<file path="src/rtl/flowsel_pkg.sv">
`timescale 1ns/1ps
package flowsel_pkg;

   // direction codes, also used as the res_dir encoding
   localparam bit DIR_IN  = 1'b0;
   localparam bit DIR_OUT = 1'b1;

   typedef enum logic [1:0] {
      ST_PICK = 2'd0,
      ST_SCAN = 2'd1,
      ST_DONE = 2'd2
   } sel_state_t;

endpackage

</file>
<file path="src/rtl/side_hold.sv">
`timescale 1ns/1ps
// One-deep holding slot for one traffic direction.
module side_hold #(
   parameter int KEY_W   = 48,
   parameter int PROTO_W = 8
) (
   input  logic               clk,
   input  logic               rst_n,
   input  logic               in_valid,
   input  logic [KEY_W-1:0]   in_key,
   input  logic [PROTO_W-1:0] in_proto,
   input  logic               in_syn,
   input  logic               take,
   output logic               ready,
   output logic               pend,
   output logic [KEY_W-1:0]   key,
   output logic [PROTO_W-1:0] proto,
   output logic               syn
);

   logic capture;

   assign ready   = !pend;
   assign capture = in_valid && !pend;

   always_ff @(posedge clk) begin
      if (!rst_n) begin
         pend  <= 1'b0;
         key   <= '0;
         proto <= '0;
         syn   <= 1'b0;
      end else begin
         if (take) begin
            pend <= 1'b0;
         end else if (capture) begin
            pend <= 1'b1;
         end
         if (capture) begin
            key   <= in_key;
            proto <= in_proto;
            syn   <= in_syn;
         end
      end
   end

endmodule

</file>
<file path="src/rtl/hist_ram.sv">
`timescale 1ns/1ps
// Synchronous single-port-write, single-port-read history store.
module hist_ram #(
   parameter int WIDTH = 57,
   parameter int DEPTH = 20,
   localparam int AW   = (DEPTH > 1) ? $clog2(DEPTH) : 1
) (
   input  logic             clk,
   input  logic             we,
   input  logic [AW-1:0]    waddr,
   input  logic [WIDTH-1:0] wdata,
   input  logic [AW-1:0]    raddr,
   output logic [WIDTH-1:0] rdata
);

   logic [WIDTH-1:0] mem [DEPTH];

   always_ff @(posedge clk) begin
      if (we) begin
         mem[waddr] <= wdata;
      end
      rdata <= mem[raddr];
   end

endmodule

</file>
<file path="src/rtl/match_agg.sv">
`timescale 1ns/1ps
// Per-entry comparison and running counts for one scan.
module match_agg #(
   parameter int KEY_W   = 48,
   parameter int PROTO_W = 8,
   parameter int CNT_W   = 5
) (
   input  logic               clk,
   input  logic               rst_n,
   input  logic               clear,
   input  logic               en,
   input  logic [KEY_W-1:0]   cur_key,
   input  logic [PROTO_W-1:0] cur_proto,
   input  logic [KEY_W-1:0]   ent_key,
   input  logic [PROTO_W-1:0] ent_proto,
   input  logic               ent_syn,
   output logic [CNT_W-1:0]   match_cnt,
   output logic [CNT_W-1:0]   syn_cnt,
   output logic [CNT_W-1:0]   proto_cnt
);

   logic key_hit;
   logic proto_hit;

   assign key_hit   = (ent_key == cur_key);
   assign proto_hit = (ent_proto == cur_proto);

   always_ff @(posedge clk) begin
      if (!rst_n || clear) begin
         match_cnt <= '0;
         syn_cnt   <= '0;
         proto_cnt <= '0;
      end else if (en) begin
         if (key_hit) begin
            match_cnt <= match_cnt + 1'b1;
            if (ent_syn) begin
               syn_cnt <= syn_cnt + 1'b1;
            end
         end
         if (proto_hit) begin
            proto_cnt <= proto_cnt + 1'b1;
         end
      end
   end

endmodule

</file>
<file path="src/rtl/flow_dir_selector.sv">
`timescale 1ns/1ps
module flow_dir_selector
   import flowsel_pkg::*;
#(
   parameter int ADDR_W       = 32,
   parameter int PORT_W       = 16,
   parameter int PROTO_W      = 8,
   parameter int HIST_DEPTH   = 20,
   parameter int CYCLE_BUDGET = 26,
   localparam int KEY_W       = ADDR_W + PORT_W,
   localparam int REC_W       = KEY_W + PROTO_W + 1,
   localparam int CNT_W       = $clog2(HIST_DEPTH + 1),
   localparam int AW          = (HIST_DEPTH > 1) ? $clog2(HIST_DEPTH) : 1,
   localparam int SC_W        = $clog2(HIST_DEPTH + 1)
) (
   input  logic               clk,
   input  logic               rst_n,
   input  logic               ib_valid,
   output logic               ib_ready,
   input  logic [ADDR_W-1:0]  ib_src_addr,
   input  logic [PORT_W-1:0]  ib_src_port,
   input  logic [ADDR_W-1:0]  ib_dst_addr,
   input  logic [PORT_W-1:0]  ib_dst_port,
   input  logic [PROTO_W-1:0] ib_proto,
   input  logic               ib_syn,
   input  logic               ob_valid,
   output logic               ob_ready,
   input  logic [ADDR_W-1:0]  ob_src_addr,
   input  logic [PORT_W-1:0]  ob_src_port,
   input  logic [ADDR_W-1:0]  ob_dst_addr,
   input  logic [PORT_W-1:0]  ob_dst_port,
   input  logic [PROTO_W-1:0] ob_proto,
   input  logic               ob_syn,
   output logic               res_valid,
   output logic               res_dir,
   output logic [ADDR_W-1:0]  res_key_addr,
   output logic [PORT_W-1:0]  res_key_port,
   output logic [PROTO_W-1:0] res_proto,
   output logic               res_syn,
   output logic [CNT_W-1:0]   res_match_cnt,
   output logic [CNT_W-1:0]   res_syn_cnt,
   output logic [CNT_W-1:0]   res_proto_cnt
);

   // ---------------- elaboration checks ----------------
   if (HIST_DEPTH < 2) begin : g_bad_depth
      $error("flow_dir_selector: HIST_DEPTH must be at least 2");
   end
   if (CYCLE_BUDGET < HIST_DEPTH + 3) begin : g_bad_budget
      $error("flow_dir_selector: CYCLE_BUDGET below HIST_DEPTH+3");
   end
   if (ADDR_W < 1 || PORT_W < 1 || PROTO_W < 1) begin : g_bad_width
      $error("flow_dir_selector: field widths must be positive");
   end

   localparam logic [SC_W-1:0] SC_LAST = SC_W'(HIST_DEPTH);
   localparam logic [AW-1:0]   WP_LAST = AW'(HIST_DEPTH - 1);

   // ---------------- per-direction holding slots ----------------
   logic [1:0]         ext_valid;
   logic [PROTO_W-1:0] ext_proto [2];
   logic [1:0]         ext_syn;
   logic [1:0]         take;
   logic [1:0]         pend;
   logic [1:0]         rdy;
   logic [KEY_W-1:0]   h_key   [2];
   logic [PROTO_W-1:0] h_proto [2];
   logic [1:0]         h_syn;

   assign ext_valid    = {ob_valid, ib_valid};
   assign ext_proto[0] = ib_proto;
   assign ext_proto[1] = ob_proto;
   assign ext_syn      = {ob_syn, ib_syn};
   assign ib_ready     = rdy[0];
   assign ob_ready     = rdy[1];

   // external-side fields never form the key
   logic unused_ext_fields;
   assign unused_ext_fields = ^{ib_src_addr, ib_src_port, ob_dst_addr, ob_dst_port};

   for (genvar s = 0; s < 2; s++) begin : g_side
      logic [KEY_W-1:0] side_key;
      if (s == int'(DIR_IN)) begin : g_dst_key
         assign side_key = {ib_dst_addr, ib_dst_port};
      end else begin : g_src_key
         assign side_key = {ob_src_addr, ob_src_port};
      end
      side_hold #(
         .KEY_W   (KEY_W),
         .PROTO_W (PROTO_W)
      ) u_hold (
         .clk      (clk),
         .rst_n    (rst_n),
         .in_valid (ext_valid[s]),
         .in_key   (side_key),
         .in_proto (ext_proto[s]),
         .in_syn   (ext_syn[s]),
         .take     (take[s]),
         .ready    (rdy[s]),
         .pend     (pend[s]),
         .key      (h_key[s]),
         .proto    (h_proto[s]),
         .syn      (h_syn[s])
      );
   end

   // ---------------- selection and scan control ----------------
   sel_state_t         state;
   logic               turn;
   logic [SC_W-1:0]    sc;
   logic               rd_en_q;
   logic               ent_vld_q;
   logic [AW-1:0]      wptr;
   logic [HIST_DEPTH-1:0] slot_vld;
   logic               cur_dir;
   logic [KEY_W-1:0]   cur_key;
   logic [PROTO_W-1:0] cur_proto;
   logic               cur_syn;
   logic               scan_live;
   logic [AW-1:0]      raddr;
   logic               slot_vld_at;
   logic [KEY_W-1:0]   res_key;

   // a side is served only on its own turn of the pick state
   assign take[0] = (state == ST_PICK) && (turn == DIR_IN)  && pend[0];
   assign take[1] = (state == ST_PICK) && (turn == DIR_OUT) && pend[1];

   assign scan_live   = (state == ST_SCAN) && (sc < SC_LAST);
   assign raddr       = scan_live ? sc[AW-1:0] : '0;
   assign slot_vld_at = scan_live ? slot_vld[raddr] : 1'b0;

   always_ff @(posedge clk) begin
      if (!rst_n) begin
         state         <= ST_PICK;
         turn          <= DIR_IN;
         sc            <= '0;
         rd_en_q       <= 1'b0;
         ent_vld_q     <= 1'b0;
         wptr          <= '0;
         slot_vld      <= '0;
         cur_dir       <= DIR_IN;
         cur_key       <= '0;
         cur_proto     <= '0;
         cur_syn       <= 1'b0;
         res_valid     <= 1'b0;
         res_dir       <= DIR_IN;
         res_key       <= '0;
         res_proto     <= '0;
         res_syn       <= 1'b0;
         res_match_cnt <= '0;
         res_syn_cnt   <= '0;
         res_proto_cnt <= '0;
      end else begin
         res_valid <= 1'b0;
         rd_en_q   <= 1'b0;
         ent_vld_q <= 1'b0;
         unique case (state)
            ST_PICK: begin
               turn <= ~turn;
               if (|take) begin
                  cur_dir   <= turn;
                  cur_key   <= h_key[turn];
                  cur_proto <= h_proto[turn];
                  cur_syn   <= h_syn[turn];
                  sc        <= '0;
                  state     <= ST_SCAN;
               end
            end
            ST_SCAN: begin
               rd_en_q   <= scan_live;
               ent_vld_q <= slot_vld_at;
               if (sc == SC_LAST) begin
                  state <= ST_DONE;
               end else begin
                  sc <= sc + 1'b1;
               end
            end
            ST_DONE: begin
               slot_vld[wptr] <= 1'b1;
               wptr           <= (wptr == WP_LAST) ? '0 : wptr + 1'b1;
               res_valid      <= 1'b1;
               res_dir        <= cur_dir;
               res_key        <= cur_key;
               res_proto      <= cur_proto;
               res_syn        <= cur_syn;
               res_match_cnt  <= agg_match;
               res_syn_cnt    <= agg_syn;
               res_proto_cnt  <= agg_proto;
               state          <= ST_PICK;
            end
            default: state <= ST_PICK;
         endcase
      end
   end

   assign res_key_addr = res_key[KEY_W-1:PORT_W];
   assign res_key_port = res_key[PORT_W-1:0];

   // ---------------- history memory ----------------
   logic [REC_W-1:0] rd_rec;
   logic [CNT_W-1:0] agg_match;
   logic [CNT_W-1:0] agg_syn;
   logic [CNT_W-1:0] agg_proto;

   hist_ram #(
      .WIDTH (REC_W),
      .DEPTH (HIST_DEPTH)
   ) u_hist (
      .clk   (clk),
      .we    (state == ST_DONE),
      .waddr (wptr),
      .wdata ({cur_key, cur_proto, cur_syn}),
      .raddr (raddr),
      .rdata (rd_rec)
   );

   // ---------------- aggregation ----------------
   match_agg #(
      .KEY_W   (KEY_W),
      .PROTO_W (PROTO_W),
      .CNT_W   (CNT_W)
   ) u_agg (
      .clk       (clk),
      .rst_n     (rst_n),
      .clear     (|take),
      .en        (rd_en_q && ent_vld_q),
      .cur_key   (cur_key),
      .cur_proto (cur_proto),
      .ent_key   (rd_rec[REC_W-1 -: KEY_W]),
      .ent_proto (rd_rec[PROTO_W:1]),
      .ent_syn   (rd_rec[0]),
      .match_cnt (agg_match),
      .syn_cnt   (agg_syn),
      .proto_cnt (agg_proto)
   );

endmodule

</file>
<file path="config.mk">
export PLATFORM = sky130hd
export DESIGN_NAME = flow_dir_selector
export DESIGN_NICKNAME = d
export VERILOG_FILES = /design/src/rtl/flowsel_pkg.sv /design/src/rtl/side_hold.sv /design/src/rtl/hist_ram.sv /design/src/rtl/match_agg.sv /design/src/rtl/flow_dir_selector.sv
export SDC_FILE = /design/constraint.sdc
export NUM_CORES = 2
export LEC_CHECK = 0
export BUFFER_PORTS_ARGS = -buffer_cell sky130_fd_sc_hd__buf_2
export CAP_MARGIN = 0
export CORE_MARGIN = 2
export CORE_UTILIZATION = 55
export CTS_CLUSTER_DIAMETER = 200
export CTS_CLUSTER_SIZE = 12
export DETAILED_ROUTE_END_ITERATION = 7
export PLACE_DENSITY = 0.75
export SLEW_MARGIN = 30
export SYNTH_ARGS = -nofsm -noshare
export SYNTH_HDL_FRONTEND = slang
export SYNTH_SLANG_ARGS = --single-unit
</file>
<file path="constraint.sdc">
create_clock -name clk -period 4.2 [get_ports clk]
set_input_delay 0.21 -clock clk [delete_from_list [all_inputs] [get_ports clk]]
set_output_delay 0.21 -clock clk [all_outputs]
set_load 0.05 [all_outputs]
</file>
==> impl_metrics.env <==
export IMPL_grt_pass1_vias=42000
export IMPL_r2r_slack_ns=0.98
export IMPL_r2r_start="sc[1]"
export IMPL_grt_setup_unrepaired="false"
export IMPL_post_cts_repair_setup_buffers=0
export IMPL_worstPathArrival_ns=3.86
export IMPL_track_usage_pct=30.4
export IMPL_total_power_w=0.0308
export IMPL_fmax_mhz=310
export IMPL_cts_max_path_buffers=3
export IMPL_synth_cell_area_um2=59900
export IMPL_wl_um=173000
export IMPL_finalCritPeriodShare_pct=76.7
export IMPL_postSynth_asyncResetShare_pct=0
export IMPL_cellPowerDensity_nw_per_um2=447
export IMPL_drt_iter0_drcs=5717
export IMPL_drive_gt1_share_pct=12.6
export IMPL_grt_pass1_wl_um=256000
export IMPL_setup_total_negative_slack_ns=0
export IMPL_cts_buffers_inserted=142
export IMPL_critical_path_peak_fanout=116
export IMPL_timing_final_setup_violations=0
export IMPL_measured_slew_at_the_worst_slew_check_pin_ns=1.02
export IMPL_post_route_drc_count=0
export IMPL_hpwlAfterDp_um=91500
export IMPL_ctsRootBufferMaster="sky130_fd_sc_hd__clkbuf_16"
export IMPL_syn_area_per_cell_um2=12.4
export IMPL_growth_of_design_area_from_synthesis_to_finish_pct=15.1
export IMPL_count_of_antenna_violating_nets_left_after_detailed_routing=0
export IMPL_placement_rows=121
export IMPL_fp_dieH_um=334
export IMPL_gpl_final_weighted_congestion=0.841
export IMPL_clock_sinks=1495
export IMPL_maxCapViolations=0
export IMPL_clk_insertion_delay_late_ns=0.76
export IMPL_clkSlewWorstSetupHoldPaths_ns=0.06
export IMPL_timing_final_hold_violations=0
export IMPL_final_common_cell="sky130_fd_sc_hd__edfxtp_1"
export IMPL_overflow=0
export IMPL_timing_max_transition_violations_final=0
export IMPL_synth_top_flop_cell="sky130_fd_sc_hd__edfxtp_1"
export IMPL_htree_levels=4
export IMPL_ys_warnings_count=0
export IMPL_hold_path_startpoint="ib_dst_addr[19]"
export IMPL_worstSetupEndpointType="register"
export IMPL_postSynthRegisterBits=1495
export IMPL_die_outline_area_um2=112000
export IMPL_fin_skew_ns=0.0295
export IMPL_synth_yosys_seq_area_share_pct=69.0
export IMPL_synth_top_area_cells="sky130_fd_sc_hd__edfxtp_1 57%, sky130_fd_sc_hd__dfxtp_1 12%, sky130_fd_sc_hd__nand2_1 6.8%"
export IMPL_detail_route_first_pass_iterations=8
export IMPL_tritoncts_clock_tree="yes"
export IMPL_filler_cells=7534
export IMPL_mostFrequentLayoutCells="1140 x sky130_fd_sc_hd__edfxtp_1, 1089 x sky130_fd_sc_hd__nand2_1, 375 x sky130_fd_sc_hd__a21oi_1, 351 x sky130_fd_sc_hd__dfxtp_1, 202 x sky130_fd_sc_hd__o21ai_0"
export IMPL_finalWorstPathRequiredPeriod_ns=3.22
export IMPL_synth_enable_flop_cells=1140
export IMPL_outcome="complete, no violations"
export IMPL_synthCells=4847
export IMPL_total_leakage_power_nw=23.3
export IMPL_yosys_area_top_type="sky130_fd_sc_hd__edfxtp_1"
export IMPL_floorplan_core_area_um2=108000
export IMPL_routedWlPerCell_um=26.0
export IMPL_die_x_um=334
export IMPL_post_synth_top_area_fraction_pct=57.2
export IMPL_final_net_count=5371
export IMPL_port_buffer_count=193
export IMPL_critPathLaunch="sc[1]"
export IMPL_slew_limit_headroom_pct=32.2
export IMPL_maximum_vdd_drop_v=0.000338
export IMPL_worstPathRequired_ns=4.84
export IMPL_initial_utilization_pct=55.3
export IMPL_design_portCount=290
export IMPL_timing_setup_critical_path_class="reg -> reg"
export IMPL_grt_antenna_before_repair=2
export IMPL_detailroute_via_count=42800
export IMPL_critical_path_startpoint_type="register"
export IMPL_hold_path_class="in -> reg"
export IMPL_routed_via_density=6.42
export IMPL_mappedNetlistNets=5070
export IMPL_maximum_number_of_pins_on_one_net_before_global_route_repair=177
export IMPL_ys_types=54
-- metrics by stage --
stage / util [%] / instances / area, um2 / hold WS (ns) / worst slack (ns)
global placement: 58.2 / 6259 / 63000 / 0.439 / 1.23
global route: 63.6 / 6670 / 68900 / 0.260 / 0.974
finish: 63.6 / 6670 / 68900 / 0.253 / 0.977
floorplan: - / 4847 / 59900 / 0.321 / 0.277
detailed placement: 58.2 / 6260 / 63100 / 0.444 / 1.15
CTS: 63.5 / 6665 / 68800 / 0.221 / 1.09
-- layer usage --
layer / global-route usage (%) / share of wire [%] / up-vias
met5: 0 / 0 / -
li1: - / - / 18300
met4: 12.5 / 3.8 / 0
met3: 6.20 / 12 / 466
met2: 48.4 / 46 / 3065
met1: 41.2 / 37 / 21000
-- flip-flops by register name, summed over array words and instances, names as in the netlist, 8 cells and up --
register             flops
cur_key                 48
cur_proto                8
g_side.u_hold.key       96
g_side.u_hold.proto     16
res_key                 48
res_proto                8
slot_vld                20
u_hist.mem            1140
u_hist.rdata            57
-- critical path, cell delays in order (launching register included) --
cell and delay (ns):
sky130_fd_sc_hd__dfxtp_4 1.00, sky130_fd_sc_hd__clkinv_2 0.30, sky130_fd_sc_hd__nor3_2 0.45, sky130_fd_sc_hd__buf_12 0.57, sky130_fd_sc_hd__a31oi_1 0.22, sky130_fd_sc_hd__o22a_1 0.24
sky130_fd_sc_hd__a31oi_1 0.18
-- layout make-up --
class                           count  area [um2]  area share, %
Clock inverter                     10         158          0.229
Antenna cell                        1        2.50        0.00363
Clock buffer                      241        4050           5.88
Timing Repair Buffer              495        4120           5.98
Sequential cell                  1495       41400           60.0
Inverter                           15        67.6         0.0980
Multi-Input combinational cell   2999       17400           25.2
Tap cell                         1414        1770           2.57
-- power breakdown --
part | switching, W | internal (W)
registers | 0.000250 | 0.0163
logic | 0.00152 | 0.000706
clock network | 0.00541 | 0.00659
total | 0.00718 | 0.0236
-- synth_stat cells, types with 3 or more instances --
cell type and count:
sky130_fd_sc_hd__edfxtp_1 1140, sky130_fd_sc_hd__nand2_1 1093, sky130_fd_sc_hd__a21oi_1 375, sky130_fd_sc_hd__dfxtp_1 355
sky130_fd_sc_hd__clkbuf_1 211, sky130_fd_sc_hd__nor2_1 203, sky130_fd_sc_hd__o21ai_0 202, sky130_fd_sc_hd__nand3_1 188
sky130_fd_sc_hd__mux2i_1 174, sky130_fd_sc_hd__a31oi_1 172, sky130_fd_sc_hd__a211oi_1 115, sky130_fd_sc_hd__buf_2 86
sky130_fd_sc_hd__a21boi_0 66, sky130_fd_sc_hd__mux4_2 58, sky130_fd_sc_hd__mux2_2 57, sky130_fd_sc_hd__o22a_1 57
sky130_fd_sc_hd__a21boi_1 49, sky130_fd_sc_hd__xor2_1 44, sky130_fd_sc_hd__buf_1 38, sky130_fd_sc_hd__o21ai_1 38
sky130_fd_sc_hd__inv_1 13, sky130_fd_sc_hd__nor2b_1 11, sky130_fd_sc_hd__xnor2_1 10, sky130_fd_sc_hd__ha_1 9
sky130_fd_sc_hd__nand2b_1 9, sky130_fd_sc_hd__nor4_1 8, sky130_fd_sc_hd__nand4_1 7, sky130_fd_sc_hd__o31ai_1 7
sky130_fd_sc_hd__or4_1 7, sky130_fd_sc_hd__nor3_1 5, sky130_fd_sc_hd__or3_1 5, sky130_fd_sc_hd__buf_4 3
sky130_fd_sc_hd__nand3b_1 3, sky130_fd_sc_hd__nor3_2 3, sky130_fd_sc_hd__o32ai_1 3
-- logic make-up (layout without fill, tap and decap cells) --
logic type,count (synthesis),in the layout,synth area share (%)
other cells,0,1,0
xor+xnor,54,54,0.790
compound gates,1096,1096,11.0
simple gates,1551,1551,10.5
buf+inv,353,761,2.41
fa+ha+maj,9,9,0.188
flops,1495,1495,69.0
mux,289,289,6.16
-- path summary, 6_finish.rpt --
check / depth (start not counted) / endpoint
max: 6 / u_hist.rdata[42]
min: 4 / g_side[0].u_hold.key[35]
max reg2reg: 6 / u_hist.rdata[42]
min reg2reg: 2 / res_proto[7]
-- timing repair --
action,in CTS,in global routing
resized for setup,0,0
hold endpoints to repair,122,0
hold buffers,154,0
Power figures use the tool's default switching activity.
